$ cat src/rtl/noise_pkg.sv
// Package: constants and helper for the bipolar noise source.
// Assumes a 32-bit register with fixed tap positions; only widths of the
// amplitude path are parameters of the top module.
package noise_pkg;

    localparam int unsigned STATE_W  = 32;
    localparam int unsigned TAP_A    = 31;
    localparam int unsigned TAP_B    = 30;
    localparam int unsigned TAP_C    = 28;
    localparam int unsigned TAP_D    = 17;
    localparam logic [STATE_W-1:0] SEED_DEFAULT = 32'h7E52_1603;

    typedef logic [STATE_W-1:0] state_t;

    // Feedback bit of a given register value.
    function automatic logic feedback_of(input state_t s);
        return s[TAP_A] ^ s[TAP_B] ^ s[TAP_C] ^ s[TAP_D];
    endfunction

endpackage

$ cat src/rtl/noise_lfsr.sv
// Shift register core: holds the state, reseeds on request, advances one
// step per accepted strobe and reports the pre-shift feedback bit.
// Assumes load has priority over the advance request.
module noise_lfsr
    import noise_pkg::*;
#(
    parameter logic [31:0] DEF_SEED = SEED_DEFAULT
) (
    input  logic   clk,
    input  logic   rst_n,
    input  logic   advance,
    input  logic   load,
    input  state_t load_val,
    output logic   fb,
    output state_t state
);

    state_t state_q;
    state_t next_load;

    // Replace an all-zero seed so the register cannot lock up.
    always_comb begin
        next_load = (load_val == '0) ? state_t'(DEF_SEED) : load_val;
    end

    // Feedback bit from the current (pre-shift) contents.
    always_comb begin
        fb = feedback_of(state_q);
    end

    // State register: reset to seed, load wins, else shift on advance.
    always_ff @(posedge clk) begin
        if (!rst_n) begin
            state_q <= state_t'(DEF_SEED);
        end else if (load) begin
            state_q <= next_load;
        end else if (advance) begin
            state_q <= {state_q[STATE_W-2:0], fb};
        end
    end

    assign state = state_q;

endmodule

$ cat src/rtl/noise_levels.sv
// Amplitude word store: two signed words written together, reset to the
// default symmetric levels. A write is visible from the following cycle.
module noise_levels #(
    parameter int unsigned SAMPLE_W = 32,
    parameter int          POS_DEF  = 1024,
    parameter int          NEG_DEF  = -1024
) (
    input  logic                clk,
    input  logic                rst_n,
    input  logic                wr,
    input  logic [SAMPLE_W-1:0] pos_in,
    input  logic [SAMPLE_W-1:0] neg_in,
    output logic [SAMPLE_W-1:0] pos_q,
    output logic [SAMPLE_W-1:0] neg_q
);

    localparam logic [SAMPLE_W-1:0] POS_RST = SAMPLE_W'(POS_DEF);
    localparam logic [SAMPLE_W-1:0] NEG_RST = SAMPLE_W'(NEG_DEF);

    // Hold the two amplitude words.
    always_ff @(posedge clk) begin
        if (!rst_n) begin
            pos_q <= POS_RST;
            neg_q <= NEG_RST;
        end else if (wr) begin
            pos_q <= pos_in;
            neg_q <= neg_in;
        end
    end

endmodule

$ cat src/rtl/noise_mapper.sv
// Output stage: turns the feedback bit of an accepted strobe into a
// registered signed sample and a one-cycle valid pulse.
module noise_mapper #(
    parameter int unsigned SAMPLE_W = 32
) (
    input  logic                clk,
    input  logic                rst_n,
    input  logic                take,
    input  logic                fb,
    input  logic [SAMPLE_W-1:0] pos_lvl,
    input  logic [SAMPLE_W-1:0] neg_lvl,
    output logic [SAMPLE_W-1:0] sample,
    output logic                valid
);

    logic [SAMPLE_W-1:0] pick;

    // Select the level for the current feedback bit.
    always_comb begin
        pick = fb ? pos_lvl : neg_lvl;
    end

    // Register the sample and raise valid for one cycle per accepted strobe.
    always_ff @(posedge clk) begin
        if (!rst_n) begin
            sample <= '0;
            valid  <= 1'b0;
        end else begin
            valid <= take;
            if (take) begin
                sample <= pick;
            end
        end
    end

endmodule

$ cat src/rtl/noise_source.sv
// Top: bipolar pseudorandom noise source. One strobe gives one sample of
// either the positive or negative amplitude word, chosen by the shift
// register's feedback bit. A seed load in the same cycle drops the strobe.
module noise_source
    import noise_pkg::*;
#(
    parameter int unsigned SAMPLE_W = 32,
    parameter int          POS_DEF  = 1024,
    parameter int          NEG_DEF  = -1024
) (
    input  logic                clk,
    input  logic                rst_n,
    input  logic                smp_stb,
    input  logic                seed_ld,
    input  logic [31:0]         seed_val,
    input  logic                lvl_wr,
    input  logic [SAMPLE_W-1:0] lvl_pos,
    input  logic [SAMPLE_W-1:0] lvl_neg,
    output logic [SAMPLE_W-1:0] smp_out,
    output logic                smp_vld
);

    logic                take;
    logic                fb;
    state_t              state;
    logic [SAMPLE_W-1:0] pos_q;
    logic [SAMPLE_W-1:0] neg_q;

    // Accept a strobe only when no seed load competes with it.
    always_comb begin
        take = smp_stb && !seed_ld;
    end

    noise_lfsr #(
        .DEF_SEED (SEED_DEFAULT)
    ) u_lfsr (
        .clk      (clk),
        .rst_n    (rst_n),
        .advance  (take),
        .load     (seed_ld),
        .load_val (seed_val),
        .fb       (fb),
        .state    (state)
    );

    noise_levels #(
        .SAMPLE_W (SAMPLE_W),
        .POS_DEF  (POS_DEF),
        .NEG_DEF  (NEG_DEF)
    ) u_levels (
        .clk    (clk),
        .rst_n  (rst_n),
        .wr     (lvl_wr),
        .pos_in (lvl_pos),
        .neg_in (lvl_neg),
        .pos_q  (pos_q),
        .neg_q  (neg_q)
    );

    noise_mapper #(
        .SAMPLE_W (SAMPLE_W)
    ) u_map (
        .clk     (clk),
        .rst_n   (rst_n),
        .take    (take),
        .fb      (fb),
        .pos_lvl (pos_q),
        .neg_lvl (neg_q),
        .sample  (smp_out),
        .valid   (smp_vld)
    );

endmodule

$ cat config.mk
export PLATFORM = sky130hd
export DESIGN_NAME = noise_source
export DESIGN_NICKNAME = d
export VERILOG_FILES = /design/src/rtl/noise_pkg.sv /design/src/rtl/noise_lfsr.sv /design/src/rtl/noise_levels.sv /design/src/rtl/noise_mapper.sv /design/src/rtl/noise_source.sv
export SDC_FILE = /design/constraint.sdc
export NUM_CORES = 1
export LEC_CHECK = 0
export ABC_CLOCK_PERIOD_IN_PS = 1800
export BUFFER_PORTS_ARGS = -buffer_cell sky130_fd_sc_hd__buf_2
export CAP_MARGIN = 40
export CORE_UTILIZATION = 43
export CTS_BUF_LIST = sky130_fd_sc_hd__clkbuf_4 sky130_fd_sc_hd__clkbuf_8
export DETAILED_ROUTE_END_ITERATION = 6
export PLACE_DENSITY = 0.73
export SLEW_MARGIN = 20
export SYNTH_ARGS = -nofsm -noshare
export SYNTH_HDL_FRONTEND = slang
export SYNTH_HIERARCHICAL = 1
export SYNTH_SLANG_ARGS = --single-unit
$ cat constraint.sdc
create_clock -name clk -period 1.8 [get_ports clk]
set_clock_uncertainty 0.15 [all_clocks]
set_input_delay 0.36 -clock clk [delete_from_list [all_inputs] [get_ports clk]]
set_output_delay 0.36 -clock clk [all_outputs]
set_load 0.1 [all_outputs]
# [Yosys cells after proc, flatten, opt, wreduce, memory -nomap -nowiden]
# Cells that the tools add are included.
# W data, S select, Z words.
[totals] regBits=129 out_inout_bits=33
[classes] muxes=4 reduce_logical=4 bitwise=3
[op_table] operator="$mux W32" n=4
[op_table] operator="$logic_not A32 Y1" n=1
[op_table] operator="$xor A1 B1 Y1" n=3
[op_table] operator="$reduce_bool A2 Y1" n=1
[op_table] operator="$logic_and A1 B1 Y1" n=1
[op_table] operator="$logic_not A1 Y1" n=1

# [Longest topological paths before layout]
[logic_depth] depth_word=5 ltp_mapped=7 depth_no_buf=5

# [Modules after synthesis]
# The synthesis kept the hierarchy.
[modules_own_cells] module="noise_levels" cells_each=206 instances=1 area_each_um2=2406.1
[modules_own_cells] module="noise_lfsr" cells_each=206 instances=1 area_each_um2=1692.9
[modules_own_cells] module="noise_mapper" cells_each=144 instances=1 area_each_um2=1423.9
[modules_own_cells] module="noise_source" cells_each=1 instances=1 area_each_um2=13.8

# [Worst setup path after synthesis]
# No wires, ideal clock.
[synth_path] path_kind="input to register" from="in smp_stb" to="reg u_lfsr.state_q[19] (netlist: u_lfsr/state[19])" slack_ps=261 path_stages=6 t_required_ps=1535 arrival_ps=1274 setup_time_ps=115 n_path_buf=2 path_cell_list="nor2b_4 buf_2 buf_2 mux2i_1 o21ai_0 and2_1"
[synth_between] elab_chain_cells=2
[synth_lines] item="start: declaration" line_no="noise_source.sv:13" rtl="input logic smp_stb,"
[synth_lines] item="$logic_and A1 B1 Y1" line_no="noise_source.sv:31" rtl="take = smp_stb && !seed_ld;"
[synth_lines] item="$reduce_bool A2 Y1 (no source line)"
[synth_lines] item="end signal: assignment" line_no="noise_lfsr.sv:34" rtl="state_q <= state_t'(DEF_SEED);"
[synth_lines] item="end signal: assignment" line_no="noise_lfsr.sv:36" rtl="state_q <= next_load;"
[synth_lines] item="end signal: assignment" line_no="noise_lfsr.sv:38" rtl="state_q <= {state_q[STATE_W-2:0], fb};"
[synth_lines] item="end: declaration" line_no="noise_lfsr.sv:18" rtl="state_t state_q;"
# No other way between the ends.
# A chain may end at the register's enable or synchronous reset.

# [Final worst setup path]
[layout_path] from="reg u_map.sample[0]" to="out smp_out[0]"
[layout_rtl] item="start: declaration" line_no="noise_mapper.sv:12" rtl="output logic [SAMPLE_W-1:0] sample,"
[layout_rtl] item="start signal: assignment" line_no="noise_mapper.sv:31" rtl="sample <= pick;"
[layout_rtl] item="end: declaration" line_no="noise_source.sv:19" rtl="output logic [SAMPLE_W-1:0] smp_out,"
# No word-level cell between the ends.

==> impl_metrics.json <==
{
  "run_status": "finished clean",
  "path_type_of_the_worst_setup_path": "reg2out",
  "grt_start_max_net_pins": 79,
  "dieArea_mm2": 0.01333,
  "wirelength_mm": 12.28,
  "detail_route.drc_violations": 0,
  "clock_tree.htree_level_count": 4,
  "synth.net_count": 658,
  "period_share_pct": 95.86,
  "areaGrowthSynthToFinish_pct": 23.16,
  "worst_path_dominant_cell_family": "buffers and inverters",
  "routed-via-count": 4441,
  "grt_pass1_wl_mm": 19.89,
  "pwr_density_cell_mw_per_mm2": 998.2,
  "synthesis.instances": 557,
  "critical_path.slowest_cell": "sky130_fd_sc_hd__buf_2",
  "layout-drive-gt1-share_pct": 25.49,
  "reg2reg_slack_ns": 0.14,
  "timing.rr.end": "u_map/sample[25]$_SDFFE_PN0P_",
  "placement.cell_area_mm2": 0.006247,
  "critical_path.cell_chain": "buf_2",
  "detailed_place_hpwl_mm": 8.209,
  "io_pins": 134,
  "vdd_drop_max_v": 0.0003286,
  "via_per_inst": 5.035,
  "synth_top_cell_by_area": "sky130_fd_sc_hd__dfxtp_1",
  "worstRegToRegCells": 5,
  "setup_viol_count_final": 0,
  "synth.cell_area_mm2": 0.005537,
  "worst_pin_slew_ns": 0.5091,
  "cts.repair.resized": 0,
  "antenna_violations_before_repair": 0,
  "hold_viol": 0,
  "arrival_ns": 1.22,
  "cellLeakagePower_uw": 0.003099,
  "worstSetupStartpointType": "register",
  "timing.max_slew.rel_slack_pct": 66.29,
  "layout.nets": 800,
  "netlist.area_leader.share_pct": 46.64,
  "fmax_ghz": 0.5796,
  "die_w_um": 115.5,
  "yosys_warnings": 6,
  "grtUsageTotal_pct": 19.27,
  "min_delay_worst_endpoint": "u_levels/neg_q[31]$_SDFFE_PN1P_",
  "first_global_vias": 4279,
  "drv_slew": 0,
  "dr.first_iter.drc_count": 290,
  "synth_seq_cells": 129,
  "cts_tree": "built",
  "clk_pin_slew_ns": 0.06,
  "critical_path_buf_inv_count": 1,
  "cts_sinks": 129,
  "worst-endpoint-required_ns": 1.29,
  "portBuffers": 133,
  "synth_top_area_cells": "sky130_fd_sc_hd__dfxtp_1 (47%), sky130_fd_sc_hd__mux2i_1 (21%), sky130_fd_sc_hd__nor2b_1 (4.7%)",
  "post_drt_wl_per_cell_um": 13.92,
  "worstSetupEndpointType": "output pin",
  "vertical_die_dimension_um": 115.5,
  "stdcell_area_mm2": 0.006819,
  "maxCapViolations": 0,
  "drtAntennaViolNets": 0,
  "cts_inserted_buffers": 17,
  "clock_insertion_delay_worst_skew_ns": 0.43,
  "critical_path.reg2reg.startpoint": "u_lfsr/state[17]$_SDFFE_PN1P_",
  "min_from": "lvl_neg[31]",
  "ys_types": 26,
  "fin_setup_tns_ns": 0,
  "core_area_mm2": 0.01257,
  "drt-pass1-iter-count": 6,
  "cts-root-buf": "sky130_fd_sc_hd__clkbuf_8",
  "initial_util_pct": 44.05,
  "synth_sequential_area_ratio_pct": 46.64,
  "overflow": 0,
  "hold_path_class": "in2reg",
  "path_max_fanout": 2,
  "gp_congestion": 0.7995,
  "worst_hold_path.num_cells": 3,
  "antenna_cells": 0,
  "synthesized_area_divided_by_synthesized_cell_count_um2": 9.940,
  "rows": 41,
  "max_stage_delay_ns": 0.44,
  "post-route-min-period_ns": 1.725,
  "clk_path_buf_depth": 2,
  "rsz0062_at_grt": "false"
}
cell families after synthesis:
kind of cell | synth area share [%]
AOI/OAI and AO/OA | 10.51
and+or+nand+nor | 15.39
xor gates and xnor gates | 0.4747
DFF | 46.64
muxes | 20.79
buffers and inverters | 6.192
what timing repair did:
action / 4_1_cts / 5_1_grt
hold endpoints to repair: 22 / 0
hold buffers: 22 / 0
setup buffers: 0 / 0
where the power goes:
part           switching, µW  internal (µW)  leakage, µW
registers               99.6           3050      0.00107
logic                    936            567      0.00185
clock network           1040           1120     0.000184
total                   2070           4730      0.00310
routing by layer:
layer	GRT usage (%)	vias up	part of all wire, %
li1	-	2213	-
met1	22.60	2073	44
met2	32.34	133	48
met3	5.910	22	6.1
met4	8.745	0	1.9
met5	0	-	0
cells in the mapped netlist (all sizes together):
master   count
a21oi       45
a2bb2oi      1
and2        19
buf         26
clkbuf      20
dfxtp      129
mux2i      115
nand2       54
nand3       13
nand3b      14
nand4        2
nor2         2
nor2b       43
nor4         8
o21a        13
o21ai       50
xnor2        2
xor2         1
through the flow:
step	hold WS, ns	setup WS, ns	cells	power [µW]	util, %
after global placement	0.3021	0.02718	829	4637	49.71
after CTS	0.006755	0.03736	881	6882	54.20
after detailed placement	0.3062	0.01236	829	4676	49.71
after floorplan	0.2908	0.2611	557	4406	-
after global routing	0.007331	0.01373	882	7134	54.26
final	0.03319	0.07457	882	6807	54.26
flip-flops by register name (all words and copies together), names as in the netlist:
name            cells
u_levels/neg_q     32
u_map/sample       32
u_lfsr/state       32
u_levels/pos_q     32
u_map/valid         1
final cells by class:
| class | count | area [µm²] |
|---|---|---|
| multi-input combinational | 382 | 2619 |
| sequential | 129 | 2582 |
| tap | 172 | 215.2 |
| clock buffer | 24 | 311.5 |
| timing repair buffer | 169 | 1059 |
| fill | 1098 | 5749 |
| clock inverter | 6 | 32.53 |
tightest hold or removal path, cell delays in order:
cell                      delay [ns]
sky130_fd_sc_hd__buf_2          0.09
sky130_fd_sc_hd__mux2i_1        0.07
sky130_fd_sc_hd__nand2_1        0.06
how the worst max path moves through the flow:
stage / end / cells past startpoint / slack [ns] / start
after floorplan: u_lfsr/state[19]$_SDFFE_PN0P_ / 6 / 0.26 / smp_stb
after global placement: u_lfsr/state[30]$_SDFFE_PN1P_ / 6 / 0.03 / smp_stb
after detailed placement: u_lfsr/state[25]$_SDFFE_PN1P_ / 6 / 0.01 / smp_stb
after CTS: smp_out[27] / 1 / 0.04 / u_map/sample[27]$_SDFFE_PN0P_
after global routing: smp_out[24] / 1 / 0.01 / u_map/sample[24]$_SDFFE_PN0P_
final: smp_out[0] / 1 / 0.07 / u_map/sample[0]$_SDFFE_PN0P_
cell usage in the layout, fill, tap and decap left out, types with 2 or more instances in the layout:
master	count
sky130_fd_sc_hd__a21oi_1	45
sky130_fd_sc_hd__clkbuf_8	21
sky130_fd_sc_hd__clkbuf_4	3
sky130_fd_sc_hd__nand3_1	13
sky130_fd_sc_hd__buf_2	131
sky130_fd_sc_hd__clkinv_2	5
sky130_fd_sc_hd__buf_4	11
sky130_fd_sc_hd__nand2_1	54
sky130_fd_sc_hd__nor4_1	7
sky130_fd_sc_hd__o21a_1	13
sky130_fd_sc_hd__buf_12	5
sky130_fd_sc_hd__nand3b_1	14
sky130_fd_sc_hd__nand4_1	2
sky130_fd_sc_hd__dlygate4sd3_1	22
sky130_fd_sc_hd__and2_1	19
sky130_fd_sc_hd__mux2i_1	115
sky130_fd_sc_hd__nor2b_1	42
sky130_fd_sc_hd__dfxtp_1	129
sky130_fd_sc_hd__o21ai_0	50
(Power assumes the default switching activity.)
